==> src/rtl/pp_dma_pkg.sv <==
package pp_dma_pkg;

   typedef enum logic {
      BUF_A = 1'b0,
      BUF_B = 1'b1
   } buf_sel_e;

   function automatic bit is_pow2(input int n);
      return (n > 0) && ((n & (n - 1)) == 0);
   endfunction

endpackage

==> src/rtl/pp_frame_counter.sv <==
module pp_frame_counter #(
   parameter int FRAME_LEN = 64,
   parameter int ADDR_W    = $clog2(FRAME_LEN)
) (
   input  logic              clk,
   input  logic              rst_n,
   input  logic              accept,
   output logic [ADDR_W-1:0] addr,
   output logic              frame_done
);
   import pp_dma_pkg::*;

   localparam logic [ADDR_W-1:0] LAST = ADDR_W'(FRAME_LEN - 1);

   logic [ADDR_W-1:0] ptr_q;
   logic [ADDR_W-1:0] ptr_nxt;

   assign addr       = ptr_q;
   assign frame_done = accept && (ptr_q == LAST);

   generate
      if (is_pow2(FRAME_LEN)) begin : g_wrap_free
         assign ptr_nxt = ptr_q + ADDR_W'(1);
      end else begin : g_wrap_cmp
         assign ptr_nxt = (ptr_q == LAST) ? '0 : ptr_q + ADDR_W'(1);
      end
   endgenerate

   always_ff @(posedge clk) begin
      if (!rst_n)      ptr_q <= '0;
      else if (accept) ptr_q <= ptr_nxt;
   end


   ptr_hold_chk: assert property (@(posedge clk) disable iff (!rst_n)
      !accept |=> $stable(ptr_q));


   ptr_restart_chk: assert property (@(posedge clk) disable iff (!rst_n)
      frame_done |=> (ptr_q == '0));

endmodule

==> src/rtl/pp_swap_ctrl.sv <==
module pp_swap_ctrl (
   input  logic                  clk,
   input  logic                  rst_n,
   input  logic                  frame_done,
   output pp_dma_pkg::buf_sel_e  fill_buf
);
   import pp_dma_pkg::*;

   buf_sel_e fill_q;

   assign fill_buf = fill_q;

   always_ff @(posedge clk) begin
      if (!rst_n)          fill_q <= BUF_A;
      else if (frame_done) fill_q <= (fill_q == BUF_A) ? BUF_B : BUF_A;
   end


   swap_toggle_chk: assert property (@(posedge clk) disable iff (!rst_n)
      frame_done |=> (fill_q != $past(fill_q)));


   swap_hold_chk: assert property (@(posedge clk) disable iff (!rst_n)
      !frame_done |=> $stable(fill_q));

endmodule

==> src/rtl/pp_irq_ctrl.sv <==
module pp_irq_ctrl (
   input  logic clk,
   input  logic rst_n,
   input  logic frame_done,
   input  logic ack,
   output logic irq,
   output logic overrun
);
   logic irq_q;
   logic ovr_q;

   assign irq     = irq_q;
   assign overrun = ovr_q;

   always_ff @(posedge clk) begin
      if (!rst_n) begin
         irq_q <= 1'b0;
         ovr_q <= 1'b0;
      end else begin
         if (frame_done)  irq_q <= 1'b1;
         else if (ack)    irq_q <= 1'b0;
         if (frame_done && irq_q && !ack) ovr_q <= 1'b1;
      end
   end


   irq_raise_chk: assert property (@(posedge clk) disable iff (!rst_n)
      frame_done |=> irq_q);


   irq_clear_chk: assert property (@(posedge clk) disable iff (!rst_n)
      (irq_q && ack && !frame_done) |=> !irq_q);


   irq_hold_chk: assert property (@(posedge clk) disable iff (!rst_n)
      (irq_q && !ack) |=> irq_q);


   ovr_sticky_chk: assert property (@(posedge clk) disable iff (!rst_n)
      ovr_q |=> ovr_q);

endmodule

==> src/rtl/pp_write_router.sv <==
module pp_write_router #(
   parameter int DATA_W  = 16,
   parameter int ADDR_W  = 6,
   parameter int NUM_BUF = 2
) (
   input  logic                 accept,
   input  pp_dma_pkg::buf_sel_e fill_buf,
   input  logic [ADDR_W-1:0]    addr,
   input  logic [DATA_W-1:0]    data,
   output logic [NUM_BUF-1:0]   wr_en,
   output logic [ADDR_W-1:0]    wr_addr,
   output logic [DATA_W-1:0]    wr_data
);
   assign wr_addr = addr;
   assign wr_data = data;

   generate
      for (genvar b = 0; b < NUM_BUF; b++) begin : g_port
         assign wr_en[b] = accept && (int'(fill_buf) == b);
      end
   endgenerate


   always_comb begin
      one_port_chk: assert ($onehot0(wr_en));
   end

endmodule

==> src/rtl/pingpong_dma.sv <==
module pingpong_dma #(
   parameter int DATA_W    = 16,
   parameter int FRAME_LEN = 64,
   parameter int ADDR_W    = $clog2(FRAME_LEN)
) (
   input  logic              clk,
   input  logic              rst_n,
   input  logic              s_valid,
   input  logic [DATA_W-1:0] s_data,
   output logic              s_ready,
   output logic              buf0_we,
   output logic [ADDR_W-1:0] buf0_addr,
   output logic [DATA_W-1:0] buf0_wdata,
   output logic              buf1_we,
   output logic [ADDR_W-1:0] buf1_addr,
   output logic [DATA_W-1:0] buf1_wdata,
   output logic              core_buf,
   output logic              frame_irq,
   input  logic              irq_ack,
   output logic              overrun
);
   import pp_dma_pkg::*;

   localparam int NUM_BUF = 2;

   generate
      if (FRAME_LEN < 2)
         $fatal(1, "FRAME_LEN must be at least 2");
      if (DATA_W < 1)
         $fatal(1, "DATA_W must be positive");
      if ((1 << ADDR_W) < FRAME_LEN)
         $fatal(1, "ADDR_W too narrow for FRAME_LEN");
   endgenerate

   logic               ready_q;
   logic               accept;
   logic [ADDR_W-1:0]  addr;
   logic               frame_done;
   buf_sel_e           fill_buf;
   logic [NUM_BUF-1:0] wr_en;
   logic [ADDR_W-1:0]  wr_addr;
   logic [DATA_W-1:0]  wr_data;

   always_ff @(posedge clk) begin
      if (!rst_n) ready_q <= 1'b0;
      else        ready_q <= 1'b1;
   end

   assign s_ready = ready_q;
   assign accept  = s_valid && ready_q;

   pp_frame_counter #(.FRAME_LEN(FRAME_LEN), .ADDR_W(ADDR_W)) u_cnt (
      .clk(clk), .rst_n(rst_n), .accept(accept),
      .addr(addr), .frame_done(frame_done)
   );

   pp_swap_ctrl u_swap (
      .clk(clk), .rst_n(rst_n), .frame_done(frame_done), .fill_buf(fill_buf)
   );

   pp_irq_ctrl u_irq (
      .clk(clk), .rst_n(rst_n), .frame_done(frame_done), .ack(irq_ack),
      .irq(frame_irq), .overrun(overrun)
   );

   pp_write_router #(.DATA_W(DATA_W), .ADDR_W(ADDR_W), .NUM_BUF(NUM_BUF)) u_route (
      .accept(accept), .fill_buf(fill_buf), .addr(addr), .data(s_data),
      .wr_en(wr_en), .wr_addr(wr_addr), .wr_data(wr_data)
   );

   assign buf0_we    = wr_en[0];
   assign buf1_we    = wr_en[1];
   assign buf0_addr  = wr_addr;
   assign buf1_addr  = wr_addr;
   assign buf0_wdata = wr_data;
   assign buf1_wdata = wr_data;
   assign core_buf   = ~fill_buf;


   ready_high_chk: assert property (@(posedge clk) disable iff (!rst_n)
      $past(rst_n) |-> s_ready);


   core_not_fill_chk: assert property (@(posedge clk) disable iff (!rst_n)
      accept |-> (core_buf ? buf0_we : buf1_we));

endmodule

==> config.mk <==
export PLATFORM = sky130hd
export DESIGN_NAME = pingpong_dma
export DESIGN_NICKNAME = d
export VERILOG_FILES = /design/src/rtl/pp_dma_pkg.sv /design/src/rtl/pp_frame_counter.sv /design/src/rtl/pp_swap_ctrl.sv /design/src/rtl/pp_irq_ctrl.sv /design/src/rtl/pp_write_router.sv /design/src/rtl/pingpong_dma.sv
export SDC_FILE = /design/constraint.sdc
export NUM_CORES = 1
export LEC_CHECK = 0
export ABC_AREA = 1
export BUFFER_PORTS_ARGS = -buffer_cell sky130_fd_sc_hd__clkbuf_2
export CORE_MARGIN = 3
export CORE_UTILIZATION = 35
export CTS_CLUSTER_DIAMETER = 50
export DETAILED_ROUTE_END_ITERATION = 12
export PLACE_DENSITY = 0.77
export SLEW_MARGIN = 25
export SYNTH_ARGS = -nofsm -noshare
export SYNTH_HDL_FRONTEND = slang
export SYNTH_SLANG_ARGS = --single-unit
export TNS_END_PERCENT = 30
==> constraint.sdc <==
create_clock -name clk -period 1.8 [get_ports clk]
set_clock_uncertainty 0.1 [all_clocks]
set_input_delay 0.18 -clock clk [delete_from_list [all_inputs] [get_ports clk]]
set_output_delay 0.18 -clock clk [all_outputs]
set_load 0.03 [all_outputs]
==> reports/qor.yml <==
clock_tree:
  cts_setup_buffers: 0
  cts_hold_buf: 0
  clkSinkCount: 10
  path_clk_slew_ps: 70
  post_cts_resized: 0
  htree_levels: 1
  cts.path.max_buffers: 2
  cts-buffers-inserted: 3
  cts_tree: "yes"
  clk_root_buffer_cell: "clkbuf_4"
  clk-insertion-delay-late_ps: 260
layout:
  area_delta_synth_final_pct: -14.6
  nFillCells: 224
  fin_nets: 112
  drive_gt1_share_pct: 36.7
  antenna_cells: 0
  final_util_pct: 32.3
  final_cells: 117
grt:
  grt_start_max_net_pins: 8
  track_usage_pct: 9.07
  grt_remaining_overflow: 0
  antenna_found_initial: 0
  grt_pass1_wl_um: 1850
  grt_pass1_vias: 448
logic_synthesis:
  synth_ff_type: "dfxtp_1"
  synth_area_leaders: "buf_4 (38%), dfxtp_1 (26%), inv_1 (6.5%)"
  ys_seq_area_share_pct: 26.5
  synth_top_area_share_pct: 37.7
  synth_largest_area_cell: "buf_4"
  syn_nets: 124
  avgSynthCellArea_um2: 7.34
  ys_ff_latch: 10
  yosys-top-cells-count: "buf_4 (38), inv_1 (13), nor2_1 (12), dfxtp_1 (10), nand2_1 (10)"
  ys_warn_count: 0
  synthArstFlopShare_pct: 0
  netlist-cell-type-count: 17
  synth_enable_flop_cells: 0
  synth_most_common_cell: "buf_4"
  netlist_area_um2: 756
  netlist_instances: 103
flow_run:
  maxCapViolCount: 0
critical_path:
  worstSetupPathType: "reg -> out"
  cpMaxStageDelayCell: "dfxtp_1"
  end_kind: "primary output"
  start_kind: "flop"
  cp_data_arrival_time_ps: 1050
  worstPathCellList: "nand2_2, nor2_1, clkbuf_2"
  cp_max_fo: 5
  max_stage_delay_ps: 340
  crit_required_ps: 1520
die:
  fp.dieArea_mm2: 0.00275
  start_util_pct: 37.8
  pin_count: 70
  rows: 16
  dieHeight_um: 52.5
  coreArea_mm2: 0.00200
  die_w_um: 52.5
detailed_routing:
  firstDrtPassIters: 4
  drtIter0Drc: 3
  ant_nets: 0
  remaining_drc_errors: 0
  vias: 487
  wl_um: 1140
  vias_per_cell: 4.16
  post_drt_wl_per_cell_um: 9.76
sta:
  worst_pin_slew_ps: 200
  hold_viol: 0
  final.period_utilization_pct: 73.7
  setup_viol: 0
  rsz0062_at_grt: "false"
  fmax_mhz: 754
  setup_ws_ps: 473
  max_slew_margin_pct: 86.6
  maxSlewViolCount: 0
  finalSetupTns_ps: 0
  min_period_ps: 1330
place:
  io_buffers: 21
  hpwlAfterDp_um: 914
  dp_worst_setup_slack_ps: 573
  gp_routability_congestion: 0.860
  dp.cells: 113
power_and_ir_drop:
  p_leak_uw: 0.000322
  p_seq_share_pct: 47.6
  clkPwrFrac_pct: 41.8
  comb_power_share_pct: 10.6
  power.net_switching_uw: 122
  p_sw_share_pct: 25.1
  vdd_drop_max_v: 0.000215
  powerDensity_mw_per_mm2: 751
  intPower_uw: 363
hold_path:
  hold_class: "in -> reg"
outcome:
  outcome: "completed"
cell type report:
| class | count | area, um2 | share of cell area, % |
|---|---|---|---|
| clock buffers | 4 | 36.3 | 5.62 |
| repair buffers | 21 | 105 | 16.3 |
| multi-input cells | 41 | 215 | 33.3 |
| inverters | 14 | 55.1 | 8.53 |
| flip-flops and latches | 10 | 200 | 31.0 |
| well taps | 27 | 33.8 | 5.23 |
layer usage:
metal  wire [um]  GRT usage, %  up-vias
li1            -             -      250
met1         463          9.90      211
met2         495          13.6       19
met3         156          4.27        7
met4          27          6.38        0
met5           0             0        -
cell families (layout without fill, tap and decap cells):
| group | count (synthesis) | after routing | share of synthesized area, % |
|---|---|---|---|
| buf+inv | 52 | 39 | 45.0 |
| flops | 10 | 10 | 26.5 |
| xor+xnor | 1 | 1 | 1.16 |
| simple gates | 35 | 35 | 23.0 |
| fa+ha+maj | 1 | 1 | 1.66 |
| compound gates | 4 | 4 | 2.65 |
worst max-delay path: cells and delay by family (launching register included):
| kind | cells | cell delay (ps) |
|---|---|---|
| buffers and inverters | 1 | 210 |
| AND/OR/NAND/NOR | 2 | 230 |
| flip-flops | 1 | 340 |
flip-flops by register name (all words and copies together) (netlist names):
signal           count
u_cnt.addr           6
s_ready              1
u_irq.irq            1
u_irq.overrun        1
u_swap.fill_buf      1
power groups by stage:
stage          clock (uW)  combinational, uW  sequential, uW
2_1_floorplan           0                164             244
3_3_place_gp            0               51.6             235
3_5_place_dp            0               52.0             236
4_1_cts               210               52.4             231
5_1_grt               223               57.0             232
6_report              203               51.4             231
placed cells by master (no fill, tap or decap), types with 2 or more instances in the layout:
master    count
clkbuf_2     21
inv_1        13
nor2_1       12
nand2_1      10
dfxtp_1      10
nand2_2       3
nand4_1       3
a21oi_1       3
clkbuf_4      3
nor2_4        2
nand3_1       2
metrics by stage:
stage	hold WS, ps	instance area [um2]	power [uW]
2_1_floorplan	108	756	408
6_report	7.07	646	485
4_1_cts	5.19	646	493
3_5_place_dp	260	609	288
3_3_place_gp	260	609	287
5_1_grt	20.2	646	512
worst paths after layout:
path / from / end / slack [ps] / cells after the start
setup reg to reg: u_cnt.addr[1]$_SDFFE_PN0N_ / u_swap.fill_buf$_SDFFE_PN0P_ / 570 / 7
setup / recovery: s_ready$_DFF_P_ / buf1_we / 470 / 3
hold / removal: rst_n / s_ready$_DFF_P_ / 7 / 1
hold reg to reg: u_irq.overrun$_SDFFE_PN0P_ / u_irq.overrun$_SDFFE_PN0P_ / 360 / 2
Note: power is estimated with default switching activity, not from simulation.
